--- src/rtl/bp_pkg.sv ---
`timescale 1ns/1ps
package bp_pkg;

  typedef enum logic [1:0] {
    BP_FORCE_NT = 2'd0,
    BP_FORCE_T  = 2'd1,
    BP_BIMODAL  = 2'd2,
    BP_TWO_LVL  = 2'd3
  } bp_mode_e;

  localparam logic [1:0] CTR_RESET = 2'b01;

  // saturating 2-bit counter step
  function automatic logic [1:0] ctr_step(input logic [1:0] c, input logic taken);
    logic [1:0] r;
    if (taken) r = (c == 2'd3) ? 2'd3 : c + 2'd1;
    else       r = (c == 2'd0) ? 2'd0 : c - 2'd1;
    return r;
  endfunction

endpackage

--- src/rtl/bp_hist_table.sv ---
`timescale 1ns/1ps
module bp_hist_table #(
  parameter int ENTRIES = 4,
  parameter int W       = 4,
  localparam int IW     = (ENTRIES > 1) ? $clog2(ENTRIES) : 1
) (
  input  logic          clk,
  input  logic          rst_n,
  input  logic [IW-1:0] pr_idx,
  output logic [W-1:0]  pr_hist,
  input  logic [IW-1:0] up_idx,
  output logic [W-1:0]  up_hist,
  input  logic          wr_en,
  input  logic [W-1:0]  wr_hist
);

  logic [W-1:0] regs [ENTRIES];

  always_ff @(posedge clk) begin
    if (!rst_n) begin
      for (int i = 0; i < ENTRIES; i++) regs[i] <= '0;
    end else if (wr_en) begin
      regs[up_idx] <= wr_hist;
    end
  end

  assign pr_hist = regs[pr_idx];
  assign up_hist = regs[up_idx];

endmodule

--- src/rtl/bp_ctr_table.sv ---
`timescale 1ns/1ps
module bp_ctr_table
  import bp_pkg::*;
#(
  parameter int DEPTH = 16,
  localparam int IW   = (DEPTH > 1) ? $clog2(DEPTH) : 1
) (
  input  logic          clk,
  input  logic          rst_n,
  input  logic [IW-1:0] pr_idx,
  output logic [1:0]    pr_ctr,
  input  logic [IW-1:0] up_idx,
  output logic [1:0]    up_ctr,
  input  logic          wr_en,
  input  logic [1:0]    wr_ctr
);

  logic [1:0] ctrs [DEPTH];

  always_ff @(posedge clk) begin
    if (!rst_n) begin
      for (int i = 0; i < DEPTH; i++) ctrs[i] <= CTR_RESET;
    end else if (wr_en) begin
      ctrs[up_idx] <= wr_ctr;
    end
  end

  assign pr_ctr = ctrs[pr_idx];
  assign up_ctr = ctrs[up_idx];

endmodule

--- src/rtl/bpred_2lev.sv ---
`timescale 1ns/1ps
module bpred_2lev
  import bp_pkg::*;
#(
  parameter int PC_W          = 32,
  parameter int HIST_ENTRIES  = 4,
  parameter int HIST_W        = 4,
  parameter int PAT_TABLES    = 4,
  parameter bit USE_XOR       = 1'b0,
  parameter int BIMOD_ENTRIES = 16
) (
  input  logic            clk,
  input  logic            rst_n,
  input  logic [1:0]      mode,
  input  logic [PC_W-1:0] pred_pc,
  output logic            pred_taken,
  input  logic            upd_valid,
  input  logic [PC_W-1:0] upd_pc,
  input  logic            upd_taken
);

  localparam int HIW   = (HIST_ENTRIES > 1) ? $clog2(HIST_ENTRIES) : 1;
  localparam int PSW   = (PAT_TABLES > 1) ? $clog2(PAT_TABLES) : 0;
  localparam int PSW_S = (PSW > 0) ? PSW : 1;
  localparam int PIW   = HIST_W + PSW;
  localparam int PDEP  = PAT_TABLES << HIST_W;
  localparam int BIW   = (BIMOD_ENTRIES > 1) ? $clog2(BIMOD_ENTRIES) : 1;

  // word-aligned address bits start at PC bit 2
  function automatic logic [HIW-1:0] hist_sel(input logic [PC_W-1:0] pc);
    return (HIST_ENTRIES > 1) ? pc[2 +: HIW] : '0;
  endfunction

  function automatic logic [PIW-1:0] pat_index(input logic [PC_W-1:0] pc,
                                               input logic [HIST_W-1:0] h);
    logic [HIST_W-1:0] low;
    logic [PIW-1:0]    idx;
    low = USE_XOR ? (h ^ pc[2 +: HIST_W]) : h;
    idx = PIW'(low);
    if (PAT_TABLES > 1) idx = idx | (PIW'(pc[2 +: PSW_S]) << HIST_W);
    return idx;
  endfunction

  function automatic logic [BIW-1:0] bim_index(input logic [PC_W-1:0] pc);
    return (BIMOD_ENTRIES > 1) ? pc[2 +: BIW] : '0;
  endfunction

  function automatic logic [HIST_W-1:0] hist_shift(input logic [HIST_W-1:0] h,
                                                   input logic t);
    return {h[HIST_W-2:0], t};
  endfunction

  // named internal events
  logic              upd_fire;
  logic [HIW-1:0]    pred_hsel, upd_hsel;
  logic [HIST_W-1:0] pred_hist, upd_hist_cur, upd_hist_nxt;
  logic [PIW-1:0]    pat_pred_idx, pat_upd_idx;
  logic [1:0]        pat_pred_ctr, pat_upd_cur, pat_upd_nxt;
  logic [BIW-1:0]    bim_pred_idx, bim_upd_idx;
  logic [1:0]        bim_pred_ctr, bim_upd_cur, bim_upd_nxt;
  logic              unused_pc_bits;

  assign unused_pc_bits = ^{pred_pc, upd_pc};
  assign upd_fire       = upd_valid;

  assign pred_hsel    = hist_sel(pred_pc);
  assign upd_hsel     = hist_sel(upd_pc);
  assign upd_hist_nxt = hist_shift(upd_hist_cur, upd_taken);

  assign pat_pred_idx = pat_index(pred_pc, pred_hist);
  assign pat_upd_idx  = pat_index(upd_pc, upd_hist_cur);
  assign pat_upd_nxt  = ctr_step(pat_upd_cur, upd_taken);

  assign bim_pred_idx = bim_index(pred_pc);
  assign bim_upd_idx  = bim_index(upd_pc);
  assign bim_upd_nxt  = ctr_step(bim_upd_cur, upd_taken);

  generate
    if (HIST_W < 2) begin : g_bad_width
      initial $error("HIST_W must be at least 2");
    end
  endgenerate

  bp_hist_table #(.ENTRIES(HIST_ENTRIES), .W(HIST_W)) u_hist (
    .clk     (clk),
    .rst_n   (rst_n),
    .pr_idx  (pred_hsel),
    .pr_hist (pred_hist),
    .up_idx  (upd_hsel),
    .up_hist (upd_hist_cur),
    .wr_en   (upd_fire),
    .wr_hist (upd_hist_nxt)
  );

  bp_ctr_table #(.DEPTH(PDEP)) u_pat (
    .clk    (clk),
    .rst_n  (rst_n),
    .pr_idx (pat_pred_idx),
    .pr_ctr (pat_pred_ctr),
    .up_idx (pat_upd_idx),
    .up_ctr (pat_upd_cur),
    .wr_en  (upd_fire),
    .wr_ctr (pat_upd_nxt)
  );

  bp_ctr_table #(.DEPTH(BIMOD_ENTRIES)) u_bim (
    .clk    (clk),
    .rst_n  (rst_n),
    .pr_idx (bim_pred_idx),
    .pr_ctr (bim_pred_ctr),
    .up_idx (bim_upd_idx),
    .up_ctr (bim_upd_cur),
    .wr_en  (upd_fire),
    .wr_ctr (bim_upd_nxt)
  );

  always_comb begin
    case (bp_mode_e'(mode))
      BP_FORCE_NT: pred_taken = 1'b0;
      BP_FORCE_T:  pred_taken = 1'b1;
      BP_BIMODAL:  pred_taken = bim_pred_ctr[1];
      default:     pred_taken = pat_pred_ctr[1];
    endcase
  end

endmodule

--- config.mk ---
export PLATFORM = sky130hd
export DESIGN_NAME = bpred_2lev
export DESIGN_NICKNAME = d
export VERILOG_FILES = /design/src/rtl/bp_pkg.sv /design/src/rtl/bp_hist_table.sv /design/src/rtl/bp_ctr_table.sv /design/src/rtl/bpred_2lev.sv
export SDC_FILE = /design/constraint.sdc
export NUM_CORES = 1
export LEC_CHECK = 0
export ABC_CLOCK_PERIOD_IN_PS = 3730
export CAP_MARGIN = 20
export CORE_MARGIN = 3
export CORE_UTILIZATION = 35
export CTS_BUF_LIST = sky130_fd_sc_hd__clkbuf_8
export CTS_CLUSTER_SIZE = 16
export DETAILED_ROUTE_END_ITERATION = 16
export DONT_BUFFER_PORTS = 1
export PLACE_DENSITY_LB_ADDON = 0.2
export SYNTH_ARGS = -nofsm -noshare
export SYNTH_HDL_FRONTEND = slang
export SYNTH_SLANG_ARGS = --single-unit
--- constraint.sdc ---
create_clock -name clk -period 3.73 [get_ports clk]
set_input_delay 0.746 -clock clk [delete_from_list [all_inputs] [get_ports clk]]
set_output_delay 0.746 -clock clk [all_outputs]
set_load 0.01 [all_outputs]
# ---- Word-level counts from Yosys, hierarchy flattened
# Memory sizes are Yosys's and may differ from the RTL's.
# Cells that the tools add are included.
dict set report totals {
  ff_bits 0
  latchBits 0
  ramBits 176
  rom_bits 0
  inputBits 70
  out_inout_bits 1
  elab_cells 39
  memories 3
}
dict set report op_classes {
  n_addsub 4
  multipliers 0
  div_mod_pow 0
  magnitude_cmp 0
  n_eq_ne 4
  shifts 0
  muxes 20
  n_bitwise 2
  n_reduce_logical 6
}
# memory words word_bits rd rd_clocked_by_memory_dff wr line_no
set mem_list {}
lappend mem_list {u_pat.ctrs 64 2 2 0 64 bp_ctr_table.sv:18} ;# logic [1:0] ctrs [DEPTH];
lappend mem_list {u_bim.ctrs 16 2 2 0 16 bp_ctr_table.sv:18}
lappend mem_list {u_hist.regs 4 4 2 0 4 bp_hist_table.sv:17} ;# logic [W-1:0] regs [ENTRIES];
# op count
set ops {}
lappend ops {{2-bit two-way mux} 9}
lappend ops {{4-bit by 6-bit bitwise OR with 6-bit output} 2}
lappend ops {{4-bit two-way mux} 2}
lappend ops {{1-bit two-way mux} 7}
lappend ops {{2-bit == test (second input constant)} 3}
lappend ops {{2-bit zero test} 3}
lappend ops {{6-bit two-way mux} 1}
lappend ops {{2-bit by 1-bit adder with 2-bit output (second input constant)} 2}
lappend ops {{2-bit OR reduction} 2}
lappend ops {{4-bit OR reduction} 1}
lappend ops {{2-bit by 1-bit subtractor with 2-bit output (second input constant)} 2}
lappend ops {{1-bit one-hot mux with 3 select lines} 1}
lappend ops {{2-bit by 1-bit == test with 1-bit output (second input constant)} 1}

# ---- Longest topological paths before layout
# Gate-level depths: netlist of the first run.
# An unclocked memory read counts as a cell.
dict set report depth {
  depth_word 7
  depth_mapped 15
  ltp_nobuf 8
}

# ---- By module
# A second synthesis of the first run with hierarchy kept.
dict set report unflattened {
  hier_cells 843
  hier_area_um2 10253.6
}
# mod n_inst cells_per_inst area_each_um2 seq_area_each_um2
set modules_own_cells {}
lappend modules_own_cells {{bp_ctr_table (u_pat)} 1 633 7448.4 3843.7}
lappend modules_own_cells {{bp_ctr_table (u_bim)} 1 147 1925.6 960.9}
lappend modules_own_cells {bp_hist_table 1 54 812.0 480.5}
lappend modules_own_cells {bpred_2lev 1 9 67.6 0.0}

# ---- Worst setup path after synthesis of the first run
# No wires, ideal clock.
dict set report synth_timing {
  kind {input port to output port}
  from {input port pred_pc[2]}
  to {output port pred_taken}
  arrival_time_ns 3.304
  t_required_ns 2.984
  path_slack_ns -0.320
  cell_stages 9
  path_buffers 3
  path_cell_list {buf_2 mux4_2 buf_2 buf_2 mux4_2 mux2i_1 mux4_2 mux2_2 a31oi_1}
}
dict set report synth_between {
  elab_chain_len 4
  word_cells_on_any_way 5
  classes_between {mux: 1; bitwise: 1; memory: 3}
}
# item line_no
set synth_lines {}
lappend synth_lines {{start, declared} bpred_2lev.sv:15} ;# input logic [PC_W-1:0] pred_pc,
lappend synth_lines {{memory read 4 x 4 bit} -}
lappend synth_lines {{4-bit by 6-bit bitwise OR with 6-bit output} bpred_2lev.sv:40} ;# if (PAT_TABLES > 1) idx = idx | (PIW'(pc[2 +: PSW_S]) << HIST_W);
lappend synth_lines {{memory read 64 x 2 bit} -}
lappend synth_lines {{1-bit one-hot mux with 3 select lines *} bpred_2lev.sv:118} ;# case (bp_mode_e'(mode))
lappend synth_lines {{end, declared} bpred_2lev.sv:16} ;# output logic pred_taken,
# Mark *: on every way between the ends. The rest lies on a longest branch, timed or not.

==> results of run 1 <==
synth_stat cells, types with 7 or more instances:
library cell	n
edfxtp_1	176
nand2_1	165
nor2_1	104
nand3_1	83
mux4_2	44
mux2i_1	43
clkbuf_1	42
mux2_2	21
buf_6	17
a221oi_1	13
nor2b_1	13
buf_2	12
nor3_1	11
o21ai_0	10
nand2b_1	8
buf_1	7
cell families after synthesis:
kind of cell	synth area share, %
buffers and inverters	4.76
adder cells (fa/ha/maj)	0.425
AND/OR/NAND/NOR	17.9
AO/OA/AOI/OAI	5.16
flip-flops	54.5
multiplexers	17.4
metrics by stage:
step,utilization [%],setup WS (ps),instance area (µm²),cells,setup TNS [ps]
floorplan,-,7.55,9740,837,0
global placement,38.5,-248,10400,1202,-19890
detailed placement,38.5,-268,10400,1202,-22420
CTS,39.9,-192,10800,1234,-192
global route,42.7,-257,11600,1254,-8830
finish,42.7,-160,11600,1254,-4320
layout make-up:
type                    count  area (µm²)  share of cell area [%]
clock buffers              17         234                    2.02
clock inverters            14         133                    1.15
inverters                   3        11.3                  0.0972
multi-input cells         578        4400                    38.0
flip-flops and latches    176        5290                    45.6
well taps                 372         465                    4.02
repair buffers             94        1050                    9.05
flip-flops by register name (all words and copies together), names as in the netlist:
signal	flops
u_bim.ctrs	32
u_pat.ctrs	128
u_hist.regs	16
path summary, 6_finish.rpt:
| check | start | endpoint | slack, ps | depth (start not counted) |
|---|---|---|---|---|
| worst max-delay path | u_hist.regs[3][0] | pred_taken | -160 | 8 |
| worst max register to register | u_hist.regs[0][0] | u_pat.ctrs[11][0] | -100 | 13 |
| worst min-delay path | upd_pc[3] | u_hist.regs[0][0] | 480 | 1 |
| worst min register to register | u_hist.regs[1][3] | u_pat.ctrs[30][1] | 880 | 2 |
cells in the final DEF (no fill, tap or decap), drive strengths merged, types with 6 or more instances in the layout:
cell    count
a21oi       6
a221oi     14
buf        85
clkbuf     26
edfxtp    176
inv         9
mux2       23
mux2i      43
mux4       44
nand2     165
nand2b      8
nand3      83
nor2      104
nor2b      13
nor3       11
o21ai      10
routing by layer:
metal / global-route usage [%] / up-vias
li1: - / 3173
met1: 25.8 / 3562
met2: 29.4 / 243
met3: 3.27 / 33
met4: 4.93 / 0
met5: 0 / -
report_power, final:
group          switching, mW  leakage (nW)  internal (mW)
Sequential            0.0303          1.56           2.22
Combinational          0.644          1.96          0.521
Clock                  0.754         0.181          0.538
critical path, cell delays in order (launching register included):
cell,delay [ps]
edfxtp_1,410
buf_6,140
mux4_2,490
buf_12,190
mux4_2,370
mux2i_2,100
mux4_2,480
mux2_4,320
a31oi_4,160
timing repair:
action / CTS / global route
cloned: 0 / 11
setup buffers: 1 / 8
pin swaps: 1 / 12
endpoints found under the setup margin: 1 / 109
resized for setup: 3 / 98
==> results.py, run 1 <==
metrics = {
    "outcome": {
        "status": "finished, violations left",
        "violations": "negative setup slack",
    },
    "floorplanning": {
        "die_w_um": 173,
        "core-area_mm2": 0.0271,
        "die_y_um": 173,
        "rows": 60,
        "io_pins": 71,
        "start_util_pct": 35.8,
        "die_area_mm2": 0.0298,
    },
    "route": {
        "via_count": 7011,
        "drt_iter0_drc": 758,
        "wirelength_um": 28700,
        "wl_per_cell_um": 22.9,
        "dr.max_layer_used": "met4",
        "met1Wirelength_um": 12900,
        "routed_via_density": 5.59,
        "drc_errors": 0,
        "drtAntennaViolNets": 0,
        "first_pass_iters": 5,
        "wl_met3_um": 1710,
        "dr_wl_met2_um": 13700,
    },
    "finish": {
        "final_nets": 940,
        "area_delta_synth_final_pct": 19.3,
        "diodes": 0,
        "layout-drive-gt1-share_pct": 32.0,
        "fill_cells": 2502,
    },
    "synthesis": {
        "syn_area_mm2": 0.00971,
        "async_flop_share_pct": 0,
        "synth_ff_type": "edfxtp_1",
        "synthCells": 837,
        "ys.warnings.count": 0,
        "yosys-top-cells-area": "edfxtp_1, mux4_2, nand2_1",
        "post-synth-top-area-cell": "edfxtp_1",
        "synth_fp_nets": 907,
        "ys_types": 51,
        "synth_edf_count": 176,
        "synth-seq-area-share_pct": 54.5,
        "yosys_register_bits": 176,
        "synth.avg_cell_area_um2": 11.6,
        "yosysTopAreaCellShare_pct": 54.5,
    },
    "global_routing": {
        "grt_pass1_wl_um": 41400,
        "first_global_vias": 6765,
        "antenna_found_initial": 0,
        "track_usage_pct": 18.3,
        "overflow": 0,
        "grt_max_degree": 87,
    },
    "placement": {
        "place_congestion": 0.820,
        "port_buffers": 0,
        "hpwl_um": 18600,
    },
    "worst_setup_path": {
        "startpoint_type": "flop",
        "crit_path_end_kind": "output port",
        "worstPathMaxFanout": 16,
        "required_ps": 2980,
        "crit_type": "flop to output port",
        "arrival_ps": 3140,
    },
    "sta": {
        "rsz0062_at_grt": "yes",
        "slew_headroom_pct": 42.2,
        "fin_crit_ps": 3890,
        "final_hold_viol_count": 0,
        "finalCritPeriodShare_pct": 104,
        "fin_ws_ps": -160,
        "hold_ws_ps": 478,
        "fin_worst_skew_ps": 16.2,
        "tightest_slew_ps": 866,
        "drv_slew": 0,
        "setup_viol": 65,
        "max_freq_mhz": 257,
    },
    "cts": {
        "clock-sinks": 176,
        "htreeDepth": 4,
        "cts_buffers": 17,
        "cts_root_buf": "clkbuf_8",
        "ctsHoldBuffers": 0,
        "clk_pin_slew_ps": 90,
        "clock_latency_ps": 470,
        "cts_tree": "yes",
        "cts_buffer_depth": 2,
    },
    "power_and_ir_drop": {
        "power.leakage_nw": 3.70,
        "powerDensity_mw_per_mm2": 406,
        "ir_drop_v": 0.000201,
        "total_power_mw": 4.71,
    },
    "flow_run": {
        "cap_viol_max_count": 0,
    },
    "hold_path": {
        "holdCritPathClass": "input port to flop",
    },
}
Power figures use the tool's default switching activity.
==> run 2: changes to the inputs <==
CORE_UTILIZATION = 30   (was 35)
SKIP_LAST_GASP = 1   (was not set)
==> run 2 against run 1 <==
Effect of this change: the run still ends with negative setup slack left; hold slack worse by 19 ps; critical path depth stayed put; routed wire length is 3.1% higher; largest cell class unchanged.
==> results.py, run 2 (same netlist as run 1, synthesis figures left out) <==
metrics = {
    "power_and_ir_drop": {
        "comb_power_share_pct": 24.2,
        "total_power_mw": 4.77,
        "p_int_mw": 3.24,
        "swShare_pct": 32.0,
        "powerDensity_mw_per_mm2": 411,
        "pwr-share-clk_pct": 28.6,
        "p_sw_mw": 1.53,
        "seqPwrFrac_pct": 47.2,
        "ir_drop_v": 0.000224,
        "power.leakage_nw": 3.77,
    },
    "floorplanning": {
        "die_w_um": 186,
        "io_pins": 71,
        "die_y_um": 186,
        "rows": 65,
        "core-area_mm2": 0.0317,
        "die_area_mm2": 0.0345,
        "start_util_pct": 30.6,
    },
    "cts": {
        "cts_buffer_depth": 2,
        "clock_latency_ps": 490,
        "clk_pin_slew_ps": 110,
        "cts_buffers": 17,
        "htreeDepth": 4,
        "cts_root_buf": "clkbuf_8",
        "cts_tree": "yes",
        "clock-sinks": 176,
    },
    "worst_setup_path": {
        "path_cells": "buf_6 > mux4_2 > buf_12 > mux4_2 > mux2i_4 > mux4_2 > mux2_4 > a31oi_4",
        "setup.reg_to_reg.worst_slack_ps": -20,
        "startpoint_type": "flop",
        "required_ps": 2980,
        "r2r_end": "u_pat.ctrs[53][0]",
        "startpoint": "u_hist.regs[2][0]",
        "cp_slowest_cell": "mux4_2",
        "r2r-start": "u_hist.regs[0][0]",
        "r2r_cells": 14,
        "worstPathMaxFanout": 8,
        "cpPeakStageDelay_ps": 530,
        "cp_common_cell": "mux4_2",
        "crit_type": "flop to output port",
        "crit_path_end_kind": "output port",
        "arrival_ps": 3190,
    },
    "finish": {
        "largest_registers": "u_pat.ctrs: 128 flops, u_bim.ctrs: 32 flops, u_hist.regs: 16 flops",
        "final_nets": 950,
        "layout_commonest_cell": "edfxtp_1",
        "finalInstanceArea_mm2": 0.0116,
        "largest_reg_flops": 128,
        "regMostFlops": "u_pat.ctrs",
        "layout-drive-gt1-share_pct": 30.6,
        "fill_cells": 3072,
        "area_delta_synth_final_pct": 19.5,
        "diodes": 0,
        "final_cell_mix": "edfxtp_1, nand2_1, nor2_1, buf_4, nand3_1",
    },
    "route": {
        "routed_via_density": 5.45,
        "first_pass_iters": 5,
        "met1Wirelength_um": 13800,
        "wl_per_cell_um": 22.9,
        "wirelength_um": 29600,
        "drt_iter0_drc": 696,
        "via_count": 7056,
        "drc_errors": 0,
        "dr.max_layer_used": "met4",
        "wl_met3_um": 1500,
        "dr_wl_met2_um": 14000,
        "drtAntennaViolNets": 0,
    },
    "sta": {
        "final_hold_viol_count": 0,
        "slew_headroom_pct": 46.1,
        "drv_slew": 0,
        "fin_worst_skew_ps": 21.9,
        "finalCritPeriodShare_pct": 105,
        "rsz0062_at_grt": "yes",
        "setup_viol": 21,
        "hold_ws_ps": 459,
        "tns_ps": -446,
        "tightest_slew_ps": 809,
        "fin_ws_ps": -202,
        "max_freq_mhz": 254,
        "fin_crit_ps": 3930,
    },
    "global_routing": {
        "grt_max_degree": 87,
        "first_global_vias": 6856,
        "grt_pass1_wl_um": 42500,
        "overflow": 0,
        "antenna_found_initial": 0,
        "track_usage_pct": 16.6,
    },
    "placement": {
        "hpwl_um": 19100,
        "port_buffers": 0,
        "place_congestion": 0.819,
        "place_ws_ps": -244,
        "dpl_cell_area_mm2": 0.0105,
    },
    "outcome": {
        "violations": "negative setup slack",
        "status": "finished, violations left",
    },
    "flow_run": {
        "cap_viol_max_count": 0,
    },
    "hold_path": {
        "holdCritPathClass": "input port to flop",
        "hold_start": "upd_pc[2]",
        "hold_depth": 1,
        "min_to": "u_hist.regs[0][0]",
    },
}
[run 2: changes by cell type in the layout (fill, tap and decap cells not counted), moves of 3 or more]
cell	delta
a221oi_2	+5
a2111oi_2	-3
buf_4	+11
nand3_1	+27
buf_8	-6
clkinv_8	+4
a221oi_1	-5
nand3_2	-27
buf_6	+7
[run 2: area by class of cell]
type	count	area [µm²]	share of cell area, %
clock inverters	15	166	1.44
flip-flops and latches	176	5290	45.6
well taps	402	503	4.34
inverters	3	11.3	0.0971
clock buffers	17	234	2.02
repair buffers	104	1080	9.33
multi-input cells	578	4310	37.2
[run 2: stage by stage]
step / utilization, % / instances
final: 36.6 / 1295
after global routing: 36.6 / 1295
after CTS: 34.6 / 1275
after detailed placement: 33.1 / 1241
after global placement: 33.1 / 1241
after floorplan: - / 837
[run 2: per-layer routing]
metal	vias up	track usage (%)
li1	3198	-
met1	3628	23.5
met2	211	27.2
met3	19	2.27
met4	0	3.54
met5	-	0
[run 2: power groups by stage]
stage | registers (mW) | clock network [mW] | logic (mW)
2_1_floorplan | 2.28 | 0 | 0.603
3_3_place_gp | 2.30 | 0 | 0.889
3_5_place_dp | 2.30 | 0 | 0.887
4_1_cts | 2.25 | 1.39 | 0.909
5_1_grt | 2.26 | 1.45 | 1.21
6_report | 2.25 | 1.36 | 1.15
[run 2: what timing repair did]
action                                  4_1_cts  5_1_grt
hold buffers                                  0        0
resized for setup                            11       68
setup buffers                                 2       12
pin swaps                                     1       20
gates cloned                                  0        9
endpoints found under the setup margin        1      111
[run 2: how the worst max path moves through the flow]
stage                        endpoint  slack [ps]  depth (start not counted)
finish                     pred_taken        -200                          8
global route               pred_taken        -300                          8
global placement    u_pat.ctrs[55][1]        -240                         11
CTS                        pred_taken        -240                          8
floorplan                  pred_taken           8                          9
detailed placement  u_pat.ctrs[33][1]        -240                         11
[run 2: worst max-delay path: cells and delay by family (launching register included)]
kind / cells / cell delay [ps]
flops: 1 / 420
compound gates: 1 / 160
buf+inv: 2 / 330
mux: 5 / 1780
